### config.mk
export PLATFORM = sky130hd
export DESIGN_NAME = mref_xlate
export DESIGN_NICKNAME = d
export VERILOG_FILES = /design/src/rtl/mref_pkg.sv /design/src/rtl/mref_decode.sv /design/src/rtl/mref_cmd_sel.sv /design/src/rtl/mref_out_reg.sv /design/src/rtl/mref_xlate.sv
export SDC_FILE = /design/constraint.sdc
export NUM_CORES = 1
export LEC_CHECK = 0
export CAP_MARGIN = 40
export CORE_AREA = 4 4 101 79
export DETAILED_ROUTE_END_ITERATION = 16
export DIE_AREA = 0 0 105 83
export PLACE_DENSITY = 0.83
export REMOVE_ABC_BUFFERS = 1
export SETUP_SLACK_MARGIN = 0.4
export SYNTH_ARGS = -nofsm -noshare
export SYNTH_HDL_FRONTEND = slang
export SYNTH_HIERARCHICAL = 1
export SYNTH_SLANG_ARGS = --single-unit
### constraint.sdc
create_clock -name clk -period 5.2 [get_ports clk]
set_input_delay 0.52 -clock clk [delete_from_list [all_inputs] [get_ports clk]]
set_output_delay 0.52 -clock clk [all_outputs]
set_load 0.05 [all_outputs]
### src/rtl/mref_pkg.sv
package mref_pkg;

    typedef enum logic [2:0] {
        CLS_LOAD    = 3'd0,
        CLS_IFETCH  = 3'd1,
        CLS_STORE   = 3'd2,
        CLS_STCOND  = 3'd3,
        CLS_WH64    = 3'd4,
        CLS_EVICT   = 3'd5,
        CLS_BARRIER = 3'd6,
        CLS_RSVD    = 3'd7
    } ref_cls_e;

    typedef enum logic [1:0] {
        SZ_BYTE = 2'd0,
        SZ_WORD = 2'd1,
        SZ_LONG = 2'd2,
        SZ_QUAD = 2'd3
    } ref_size_e;

    typedef enum logic [2:0] {
        ACT_DONE      = 3'd0,
        ACT_SET_DIRTY = 3'd1,
        ACT_FAIL      = 3'd2,
        ACT_NOP       = 3'd3,
        ACT_BUS       = 3'd4
    } act_e;

    typedef enum logic [3:0] {
        CMD_NONE        = 4'd0,
        CMD_RD_BYTE     = 4'd1,
        CMD_RD_LONG     = 4'd2,
        CMD_RD_QUAD     = 4'd3,
        CMD_RD_BLK      = 4'd4,
        CMD_RD_BLK_I    = 4'd5,
        CMD_RD_BLK_MOD  = 4'd6,
        CMD_WR_BYTE     = 4'd7,
        CMD_WR_LONG     = 4'd8,
        CMD_WR_QUAD     = 4'd9,
        CMD_INVAL_DIRTY = 4'd10,
        CMD_EVICT       = 4'd11,
        CMD_BARRIER     = 4'd12
    } cmd_e;

    typedef enum logic [2:0] {
        FLOW_LOAD, FLOW_FETCH, FLOW_STORE, FLOW_STCOND,
        FLOW_WH64, FLOW_EVICT, FLOW_BARRIER, FLOW_NONE
    } flow_e;

    typedef struct packed {
        flow_e     flow;
        logic      io_eff;
        ref_size_e size;
    } ref_info_t;

    typedef struct packed {
        logic l1_hit;
        logic l1_wr;
        logic l2_hit;
        logic l2_wr;
    } cache_st_t;

    typedef struct packed {
        act_e act;
        cmd_e cmd;
        logic sc_ok;
    } result_t;

    function automatic result_t mk_res(act_e a, cmd_e c, logic ok);
        result_t r;
        r.act   = a;
        r.cmd   = c;
        r.sc_ok = ok;
        return r;
    endfunction

    function automatic cmd_e io_read_cmd(ref_size_e s);
        case (s)
            SZ_QUAD: return CMD_RD_QUAD;
            SZ_LONG: return CMD_RD_LONG;
            default: return CMD_RD_BYTE;
        endcase
    endfunction

    function automatic cmd_e io_write_cmd(ref_size_e s);
        case (s)
            SZ_QUAD: return CMD_WR_QUAD;
            SZ_LONG: return CMD_WR_LONG;
            default: return CMD_WR_BYTE;
        endcase
    endfunction

    // Write-intent hit ladder shared by stores and write-hint-64.
    function automatic result_t write_ladder(cache_st_t st, cmd_e miss_cmd);
        if (st.l1_hit)
            return mk_res(st.l1_wr ? ACT_DONE : ACT_SET_DIRTY, CMD_NONE, 1'b0);
        if (st.l2_hit)
            return mk_res(st.l2_wr ? ACT_DONE : ACT_SET_DIRTY, CMD_NONE, 1'b0);
        return mk_res(ACT_BUS, miss_cmd, 1'b0);
    endfunction

endpackage

### src/rtl/mref_decode.sv
module mref_decode
    import mref_pkg::*;
#(
    parameter int PA_W     = 43,
    parameter int BLK_BITS = 6
) (
    input  logic [2:0]      cls,
    input  logic            io,
    input  logic [1:0]      size,
    input  logic            dst_zero,
    input  logic            mod_pf,
    input  logic [PA_W-1:0] addr,
    output ref_info_t       info,
    output logic [PA_W-1:0] addr_out
);
    localparam int TOP = PA_W - 1;

    ref_cls_e c;
    logic     pf;

    always_comb begin
        c  = ref_cls_e'(cls);
        pf = (c == CLS_LOAD) && dst_zero;

        case (c)
            CLS_LOAD:    info.flow = (pf && mod_pf) ? FLOW_STORE : FLOW_LOAD;
            CLS_IFETCH:  info.flow = FLOW_FETCH;
            CLS_STORE:   info.flow = FLOW_STORE;
            CLS_STCOND:  info.flow = FLOW_STCOND;
            CLS_WH64:    info.flow = FLOW_WH64;
            CLS_EVICT:   info.flow = FLOW_EVICT;
            CLS_BARRIER: info.flow = FLOW_BARRIER;
            default:     info.flow = FLOW_NONE;
        endcase

        info.io_eff = io && !pf;
        info.size   = ref_size_e'(size);

        addr_out = addr;
        if (!info.io_eff) begin
            addr_out[BLK_BITS-1:0] = '0;
            if (pf) addr_out[TOP] = 1'b0;
        end
    end
endmodule

### src/rtl/mref_cmd_sel.sv
module mref_cmd_sel
    import mref_pkg::*;
(
    input  ref_info_t info,
    input  cache_st_t st,
    output result_t   res
);
    logic any_hit;

    always_comb begin
        any_hit = st.l1_hit || st.l2_hit;
        res     = mk_res(ACT_NOP, CMD_NONE, 1'b0);

        case (info.flow)
            FLOW_LOAD: begin
                if (info.io_eff)  res = mk_res(ACT_BUS, io_read_cmd(info.size), 1'b0);
                else if (any_hit) res = mk_res(ACT_DONE, CMD_NONE, 1'b0);
                else              res = mk_res(ACT_BUS, CMD_RD_BLK, 1'b0);
            end
            FLOW_FETCH: begin
                if (any_hit) res = mk_res(ACT_DONE, CMD_NONE, 1'b0);
                else         res = mk_res(ACT_BUS, CMD_RD_BLK_I, 1'b0);
            end
            FLOW_STORE: begin
                if (info.io_eff) res = mk_res(ACT_BUS, io_write_cmd(info.size), 1'b0);
                else             res = write_ladder(st, CMD_RD_BLK_MOD);
            end
            FLOW_STCOND: begin
                if (info.io_eff)
                    res = mk_res(ACT_BUS,
                                 (info.size == SZ_QUAD) ? CMD_WR_QUAD : CMD_WR_LONG, 1'b1);
                else if (!st.l1_hit)
                    res = mk_res(ACT_FAIL, CMD_NONE, 1'b0);
                else
                    res = mk_res(st.l1_wr ? ACT_DONE : ACT_SET_DIRTY, CMD_NONE, 1'b1);
            end
            FLOW_WH64: begin
                if (info.io_eff) res = mk_res(ACT_NOP, CMD_NONE, 1'b0);
                else             res = write_ladder(st, CMD_INVAL_DIRTY);
            end
            FLOW_EVICT: begin
                if (info.io_eff) res = mk_res(ACT_NOP, CMD_NONE, 1'b0);
                else             res = mk_res(ACT_BUS, CMD_EVICT, 1'b0);
            end
            FLOW_BARRIER: res = mk_res(ACT_BUS, CMD_BARRIER, 1'b0);
            default:      res = mk_res(ACT_NOP, CMD_NONE, 1'b0);
        endcase
    end
endmodule

### src/rtl/mref_out_reg.sv
module mref_out_reg
    import mref_pkg::*;
#(
    parameter int PA_W = 43
) (
    input  logic            clk,
    input  logic            rst,
    input  logic            in_valid,
    output logic            in_ready,
    input  result_t         d_res,
    input  logic [PA_W-1:0] d_addr,
    output logic            out_valid,
    input  logic            out_ready,
    output result_t         q_res,
    output logic [PA_W-1:0] q_addr
);
    assign in_ready = !out_valid || out_ready;

    always_ff @(posedge clk) begin
        if (rst) begin
            out_valid <= 1'b0;
            q_res     <= mk_res(ACT_NOP, CMD_NONE, 1'b0);
            q_addr    <= '0;
        end else if (in_valid && in_ready) begin
            out_valid <= 1'b1;
            q_res     <= d_res;
            q_addr    <= d_addr;
        end else if (out_ready) begin
            out_valid <= 1'b0;
        end
    end

    // a stalled result stays put
    p_hold_r1: assert property (@(posedge clk) disable iff (rst)
        (out_valid && !out_ready) |=> (out_valid && $stable(q_res) && $stable(q_addr)));
endmodule

### src/rtl/mref_xlate.sv
module mref_xlate
    import mref_pkg::*;
#(
    parameter int PA_W     = 43,
    parameter int BLK_BITS = 6
) (
    input  logic            clk,
    input  logic            rst,
    input  logic            in_valid,
    output logic            in_ready,
    input  logic [2:0]      in_cls,
    input  logic            in_io,
    input  logic [1:0]      in_size,
    input  logic            in_dst_zero,
    input  logic            in_mod_pf,
    input  logic [PA_W-1:0] in_addr,
    input  logic            st_l1_hit,
    input  logic            st_l1_wr,
    input  logic            st_l2_hit,
    input  logic            st_l2_wr,
    output logic            out_valid,
    input  logic            out_ready,
    output logic [2:0]      out_act,
    output logic [3:0]      out_cmd,
    output logic [PA_W-1:0] out_addr,
    output logic            out_sc_ok
);
    ref_info_t       info;
    logic [PA_W-1:0] d_addr;
    result_t         d_res;
    result_t         q_res;
    cache_st_t       st;

    assign st = '{l1_hit: st_l1_hit, l1_wr: st_l1_wr, l2_hit: st_l2_hit, l2_wr: st_l2_wr};

    mref_decode #(.PA_W(PA_W), .BLK_BITS(BLK_BITS)) u_dec (
        .cls(in_cls), .io(in_io), .size(in_size), .dst_zero(in_dst_zero),
        .mod_pf(in_mod_pf), .addr(in_addr), .info(info), .addr_out(d_addr)
    );

    mref_cmd_sel u_sel (.info(info), .st(st), .res(d_res));

    mref_out_reg #(.PA_W(PA_W)) u_oreg (
        .clk(clk), .rst(rst), .in_valid(in_valid), .in_ready(in_ready),
        .d_res(d_res), .d_addr(d_addr), .out_valid(out_valid),
        .out_ready(out_ready), .q_res(q_res), .q_addr(out_addr)
    );

    assign out_act   = q_res.act;
    assign out_cmd   = q_res.cmd;
    assign out_sc_ok = q_res.sc_ok;

    p_cmd_idle_r13: assert property (@(posedge clk) disable iff (rst)
        (out_valid && out_act != 3'd4) |-> (out_cmd == 4'd0));

    p_fail_sc_r7: assert property (@(posedge clk) disable iff (rst)
        (out_valid && out_act == 3'd2) |-> !out_sc_ok);

    p_barrier_r10: assert property (@(posedge clk) disable iff (rst)
        (in_valid && in_ready && in_cls == 3'd6) |=> (out_valid && out_cmd == 4'd12));

    p_pf_mem_r11: assert property (@(posedge clk) disable iff (rst)
        (in_valid && in_ready && in_cls == 3'd0 && in_dst_zero) |=> !out_addr[PA_W-1]);

    p_align_r12: assert property (@(posedge clk) disable iff (rst)
        (in_valid && in_ready && !in_io) |=> (out_addr[BLK_BITS-1:0] == '0));
endmodule

==> results.md, run 1 <==
Yosys:
- The register bit total from synthesis is 52.
- The number of enable flip-flop cells after synthesis is 0.
- The count of unique library cells instantiated by Yosys is 40.
- The most frequently used flop master after synthesis is sky130_fd_sc_hd__dfxtp_1.
- The netlist area before placement is 0.00308 sq mm.
- The adder and majority gate portion of the synthesized area is 0%.
- Of all flip-flops after synthesis, the portion carrying an async set or reset was 0%.
- The synthesized instance count is 336.
- The portion of netlist area occupied by mux cells is 0.976%.
- The synthesized netlist devotes 33.6% of its cell area to compound gates.
- The average cell area after synthesis is 9.15 sq um.
- The sequential element share of the synthesized area is 33.8%.
- After synthesis, the largest family of logic cells by area is compound AO/OA/AOI/OAI gates.
- After Yosys synthesis, and, or, nand and nor cells account for 15.0% of the synthesized area.
- For this run, the number of Yosys warnings is 6.
- The xor and xnor fraction of the mapped netlist area is 0%.

GRT:
- The initial antenna violation count is 0.
- Entering global routing, the biggest net connects 68 pins.
- The via count of the first global-routing pass came to 2305.
- Global routing used 15.6% of the available tracks across all layers.
- The first global-routing pass estimated 11500 um of wire.
- The total grt overflow is 0.

Power:
- The total leakage power is 1.44 nW.
- Per report_power, the clock group accounts for 27.6% of the total.
- For this design the total switching power over the nets is 0.000307 W.
- IR analysis of the VDD net gives a maximum drop of 0.000123 V.
- The sequential share of power is 43.6%.
- The power density of the placed cells is 252 mW/mm^2.
- The internal power is 0.000686 W.
- The switching part of the total power is 30.9%.
- The combinational share of power is 28.8%.

Floorplanning:
- Pin placement for this block handled 112 I/O pins.
- The starting utilization of the core area is 43.4%.
- The die covers 0.00872 sq mm.
- The die height is 83 um.
- The area of the placeable core is 0.00709 sq mm.
- After floorplanning, the core was divided into 27 placement rows.
- The width of the die is 105 um.

Placement:
- Timing analysis after detailed placement gives a worst setup slack of 2.14 ns.
- During placement, the flow inserted port buffers numbering 111.
- The global placement routability congestion is 0.919.
- The detailed placer's ending HPWL is 4880 um.

CTS:
- TritonCTS built the clock tree.
- The sink count of the clock tree is 52.
- The clock root buffer is sky130_fd_sc_hd__clkbuf_8.
- The number of buffers between clock root and the deepest sink is 2.
- The latest clock arrival within the worst-skew pair is 0.30 ns.
- The count of buffers added by post-CTS timing repair for setup is 0.
- The H-tree was split into 2 levels.
- Clock-pin slew was measured on the worst setup and hold paths at 0.09 ns.
- The total CTS buffers is 5.
- Post-CTS repair changed the size of 0 cells.
- The quantity of hold-fixing buffers added after cts is 0.

Cells and area:
- The number of antenna diodes in the final layout is 0.
- The number of inserted filler cells in the final layout is 639.
- Leaving out fill and tap cells, the most frequent cell in the layout is sky130_fd_sc_hd__clkdlybuf4s50_1.
- In the final design database the tool counted 443 nets.
- The area growth from synthesis to layout is 28.2%.
- The top cell types in the final layout, fill and taps aside, are 109 x sky130_fd_sc_hd__clkdlybuf4s50_1, 52 x sky130_fd_sc_hd__dfxtp_1, 49 x sky130_fd_sc_hd__nand3_1, 39 x sky130_fd_sc_hd__a21bo_1, 39 x sky130_fd_sc_hd__a21oi_2.
- Cells with a size suffix above 1 make up 16.9% of the layout.

Worst setup path:
- On the worst path, the slowest cell contributes a delay of 0.69 ns.
- At the worst endpoint, the arrival time is 2.91 ns.
- Of all nets on the critical path, the largest fanout is 14.
- The signal on the critical path passes through clkdlybuf4s50_1 > or4b_4 > and2_1 > a211o_1 > a32o_1 > nand3_1 > a21oi_1.
- The critical setup path kind is in2reg.
- The slowest stage of the critical path belongs to the cell sky130_fd_sc_hd__or4b_4.
- The worst setup path is captured at a flip-flop.
- The kind of launch point of the worst setup path is an input port.
- Data on the critical path is required at its endpoint by 5.34 ns.

STA:
- For the pin with the worst max-slew slack, the measured transition is 0.799 ns.
- Derived from the worst setup path, the maximum achievable clock frequency is 362 MHz.
- In the final timing run, aggregate negative setup slack is 0 ns.
- The worst path uses 53.2% of the clock period.
- Measured against its own limit, the worst slew margin works out to 46.7%.
- The max-slew violation count is 0.
- Across the routed clock network, the largest skew measured is 0.0129 ns.
- The worst path needs 2.77 ns of the cycle, external delays included.
- The setup violation total in the final timing report is 0.
- Setup repair after global routing left no endpoint under its margin.
- On the final layout, the worst hold slack is 0.529 ns.
- The final worst-path setup slack is 2.43 ns.
- The count of endpoints failing hold in the final timing report is 0.

Run status:
- The run finished with clean final reports.

Drt:
- Dividing the detail-routed wire length by the instance count gives 14.9 um.
- The via count of the routed design is 2459.
- The post-detailed-route count of antenna-violating nets is 0.
- The post-detailed-routing wire length is 7030 um.
- The detailed-routing iteration count for the pre-antenna-repair pass is 4.
- The number of design rule violations left after detail routing is 0.
- The routed via count divided by cell count is 5.21.
- The number of design-rule violations left by the first detailed-router iteration is 120.

Flow run:
- The max-capacitance violation count is 0.

Worst hold path:
- The type of the most critical hold path is reg2reg.
[cell usage after synthesis (all sizes together), types with 2 or more instances]
| cell type | n | share of area (%) |
|---|---|---|
| nand3 | 49 | 8.0 |
| dfxtp | 52 | 34 |
| nand2b | 2 | 0.65 |
| clkbuf | 11 | 1.3 |
| a31o | 2 | 0.57 |
| nor2 | 9 | 1.1 |
| and2 | 5 | 1.0 |
| inv | 5 | 0.61 |
| nor3 | 2 | 0.33 |
| a21oi | 52 | 13 |
| a21bo | 49 | 16 |
| a211o | 2 | 0.57 |
| a221oi | 2 | 0.77 |
| nor2b | 3 | 0.61 |
| nor3b | 2 | 0.49 |
| nand2 | 6 | 0.73 |
| mux2i | 3 | 0.98 |
| and3 | 6 | 1.2 |
| buf | 61 | 14 |
[per-layer routing]
| layer | track usage (%) | share of wire (%) | routed length [um] | vias to the layer above |
|---|---|---|---|---|
| li1 | - | - | - | 1239 |
| met1 | 21.0 | 48 | 3400 | 1132 |
| met2 | 24.5 | 44 | 3110 | 84 |
| met3 | 5.52 | 7.1 | 498 | 4 |
| met4 | 2.50 | 0.28 | 20 | 0 |
| met5 | 0 | 0 | 0 | - |
[cells by family (layout without fill, tap and decap cells)]
group,Yosys count,count (layout)
AOI/OAI and AO/OA,116,116
DFF,52,52
buffers and inverters,78,127
and+or+nand+nor,87,87
muxes,3,3
[through the flow]
| stage | instance area (sq um) | utilization, % | cells | total power, W |
|---|---|---|---|---|
| floorplan | 2580 | - | 263 | 0.000599 |
| global placement | 3810 | 53.7 | 463 | 0.000720 |
| detailed placement | 3830 | 54.1 | 464 | 0.000728 |
| CTS | 3940 | 55.6 | 472 | 0.00101 |
| global route | 3940 | 55.6 | 472 | 0.00104 |
| finish | 3940 | 55.6 | 472 | 0.000993 |
[worst paths after layout]
check                   startpoint                end  slack, ns  depth (start not counted)
setup reg to reg  u_oreg/out_valid  u_oreg/q_addr[41]       3.81                          4
hold / removal     u_oreg/q_res[6]    u_oreg/q_res[6]       0.53                          2
setup / recovery         in_cls[2]    u_oreg/q_res[2]       2.43                          7
hold reg to reg    u_oreg/q_res[6]    u_oreg/q_res[6]       0.53                          2
[critical path: cells and delay by family]
kind / cells / cell delay (ns)
buffers and inverters: 1 / 0.65
AND/OR/NAND/NOR: 3 / 1.10
AO/OA/AOI/OAI: 3 / 0.64
[power groups by stage]
stage | clock [W] | combinational [W] | sequential, W
after floorplan | 0 | 0.0000796 | 0.000519
after global placement | 0 | 0.000279 | 0.000441
after detailed placement | 0 | 0.000286 | 0.000441
after CTS | 0.000287 | 0.000288 | 0.000433
after global routing | 0.000304 | 0.000303 | 0.000436
final | 0.000274 | 0.000286 | 0.000433
[layout make-up]
cell class                      count  area [sq um]  share of cell area [%]
Sequential cell                    52          1040                    26.4
Tap cell                           87           109                    2.76
Timing Repair Buffer              114          1140                    29.0
Multi-Input combinational cell    206          1520                    38.6
Inverter                            5          18.8                   0.476
Clock inverter                      2          35.0                   0.889
Clock buffer                        6          72.6                    1.84
[sequential cells by signal, indices dropped and copies added, names as in the netlist]
name and flops:
u_oreg/q_addr 43, u_oreg/out_valid 1, u_oreg/q_res 8
(Power assumes the default switching activity.)
==> inputs of run 2 (changes only) <==
==> constraint.sdc (replaced) <==
create_clock -name clk -period 2.6 [get_ports clk]
set_input_delay 0.26 -clock clk [delete_from_list [all_inputs] [get_ports clk]]
set_output_delay 0.26 -clock clk [all_outputs]
set_load 0.05 [all_outputs]
==> results.md, run 2 (synthesis results as in run 1) <==
Cells and area:
- The final layout contains 449 nets.
- The number of inserted diodes is 0.
- The area growth from synthesis to layout is 30.8%.
- Cells with a size suffix above 1 make up 18.7% of the layout.
- The count of cells in the finished layout, fillers not included, comes to 478.
- The leading cell type in the layout, fill and taps excluded is sky130_fd_sc_hd__clkdlybuf4s50_1.
- In the layout the commonest cells are 108 x sky130_fd_sc_hd__clkdlybuf4s50_1, 52 x sky130_fd_sc_hd__dfxtp_1, 49 x sky130_fd_sc_hd__nand3_1, 39 x sky130_fd_sc_hd__a21bo_1, 39 x sky130_fd_sc_hd__a21oi_2.
- The final design utilization is 56.7%.
- The register with the most flip-flops in the final layout is u_oreg/q_addr.
- In the final layout, the registers with the most flip-flops are u_oreg/q_addr (43), u_oreg/q_res (8), u_oreg/out_valid (1).
- The flip-flop count of the largest register, all copies and words added is 43.

Drt:
- Wires add up to 7310 um.
- The via count of the routed design is 2527.
- The average wire length per cell after detail routing is 15.3 um.
- The routed via count divided by cell count is 5.29.
- The number of design-rule violations left by the first detailed-router iteration is 132.
- The number of design rule violations left after detail routing is 0.
- Before antenna repair, the detailed router went through 5 iterations.
- Once detail routing completed, the nets flagged for antenna violations numbered 0.

STA:
- Based on the critical path, the design can be clocked at up to 480 MHz.
- Of the available clock period, the critical path in the final layout requires 80.1%.
- For the pin with the worst max-slew slack, the measured transition is 0.618 ns.
- Across the routed clock network, the largest skew measured is 0.0102 ns.
- Setup violations remaining at the end of the flow were counted as 0.
- After routing, the total negative slack on setup checks comes to 0 ns.
- Setup repair after global routing left no endpoint under its margin.
- The remaining max-slew budget at the tightest pin is 58.8%.
- The count of endpoints failing hold in the final timing report was 0.
- The smallest clock period supported by the final layout is computed as 2.08 ns.
- The max-slew violation count was 0.

Flow run:
- Max-cap violations in this run came to 0.

Floorplanning:
- The I/O pin count is 112.
- The width of the die is 105 um.
- The die height is 83 um.
- After floorplanning, the core was divided into 27 placement rows.
- The initial utilization of the core area, before any placement, comes to 43.4%.
- After floorplanning, the core was sized to cover 0.00709 sq mm.
- The total die area is 0.00872 sq mm.

CTS:
- Clock tree synthesis found a total of 52 sinks.
- The count of buffers added by post-CTS timing repair for setup is 0.
- The cell sitting at the root of the clock tree is a sky130_fd_sc_hd__clkbuf_8.
- After clock tree synthesis, the clock-pin slew on the worst setup and hold paths is 0.10 ns.
- TritonCTS built the clock tree.
- Clock latency on the worst-skew pair, taken at its later pin, is 0.30 ns.
- The clock tree synthesis step divided the H-tree into 2 levels.
- The number of gates resized after CTS is 0.
- The quantity of hold-fixing buffers added after cts is 0.
- The longest clock path from root to sink contains 2 buffers.
- In this run, CTS created clock tree buffers numbering 5.

Placement:
- Routability-driven placement finished with a final weighted congestion of 0.924.
- The instance count after placement with tap cells included is 470.
- The count of buffers added on input and output ports is 111.
- Summed over all nets, the half-perimeter wirelength after detailed placement is 5180 um.

GRT:
- The total grt overflow is 0.
- The pin count of the biggest net entering global routing is 62.
- Global routing used 5.67% of the available met3 tracks.
- Across every metal layer, demand over resource in global routing totals 16.3%.
- Global routing consumed, on the met1 layer, 22.2% of the routing resources.
- In the global route stage, met2 resource usage came out at 24.9%.
- The via count of the first global-routing pass is 2503.
- The first global-routing pass estimated 12200 um of wire.
- The initial antenna violation count is 0.
- The routing layer with the top usage in global route is met2.

Worst setup path:
- The peak fanout along the critical path is 10.
- The kind of launch point of the worst setup path is an input port.
- The worst register-to-register path begins at u_oreg/out_valid.
- The worst setup path is captured at a flip-flop.
- Data arrives at the worst endpoint at 2.24 ns.
- The critical path launch point is in_cls[2].
- By startpoint and endpoint, the worst setup path is classified as in2reg.
- At the worst endpoint, the required time is 2.76 ns.

Worst hold path:
- The path class of the tightest hold or removal check is in2reg.
- The startpoint of the tightest hold check path is rst.

Run status:
- The flow ran to the end, and the final reports show no timing, DRC or antenna violations.

Power:
- The power density of the placed cells is 503 mW/mm^2.
- The total leakage power is 1.47 nW.
- IR analysis of the VDD net gives a maximum drop of 0.000238 V.
==> run 2: worst paths after layout <==
kind                  endpoint  slack (ns)  depth (start not counted)
max            u_oreg/q_res[7]        0.52                          9
min           u_oreg/q_addr[8]        0.46                          2
max reg2reg  u_oreg/q_addr[42]        1.23                          4
min reg2reg    u_oreg/q_res[6]        0.53                          2
==> run 2: routing by layer <==
layer | share of wire, % | wire length, um
met1 | 46 | 3370
met2 | 45 | 3310
met3 | 7.9 | 578
met4 | 0.78 | 57
met5 | 0 | 0
==> run 2: worst max-delay path, stage by stage <==
cell	delay, ns
sky130_fd_sc_hd__clkdlybuf4s50_1	0.44
sky130_fd_sc_hd__or4b_4	0.55
sky130_fd_sc_hd__and2_1	0.28
sky130_fd_sc_hd__buf_4	0.20
sky130_fd_sc_hd__nand2b_1	0.10
sky130_fd_sc_hd__a22o_1	0.18
sky130_fd_sc_hd__a221oi_2	0.06
sky130_fd_sc_hd__nand3_1	0.09
sky130_fd_sc_hd__a21oi_1	0.07
==> run 2: cell type report <==
type | count | area [sq um]
well taps | 87 | 109
inverters | 5 | 18.8
multi-input cells | 206 | 1520
fillers | 614 | 3070
repair buffers | 120 | 1220
clock inverters | 3 | 46.3
clock buffers | 5 | 68.8
flip-flops and latches | 52 | 1040
==> run 2: power by group <==
part	switching (W)	leakage (nW)	internal, W	total [W]
logic	0.000336	0.992	0.000253	0.000589
registers	0.0000243	0.427	0.000842	0.000866
clock network	0.000277	0.0548	0.000290	0.000568
total	0.000638	1.47	0.00139	0.00202
==> run 2: stage by stage <==
stage	hold WS (ns)	power [W]	setup WS [ns]	cell area, sq um
5_1_grt	0.475	0.00212	0.466	4020
3_3_place_gp	0.507	0.00146	0.311	3910
6_report	0.459	0.00202	0.517	4020
4_1_cts	0.450	0.00205	0.560	4020
3_5_place_dp	0.520	0.00147	0.252	3910
2_1_floorplan	0.322	0.00120	0.717	2580
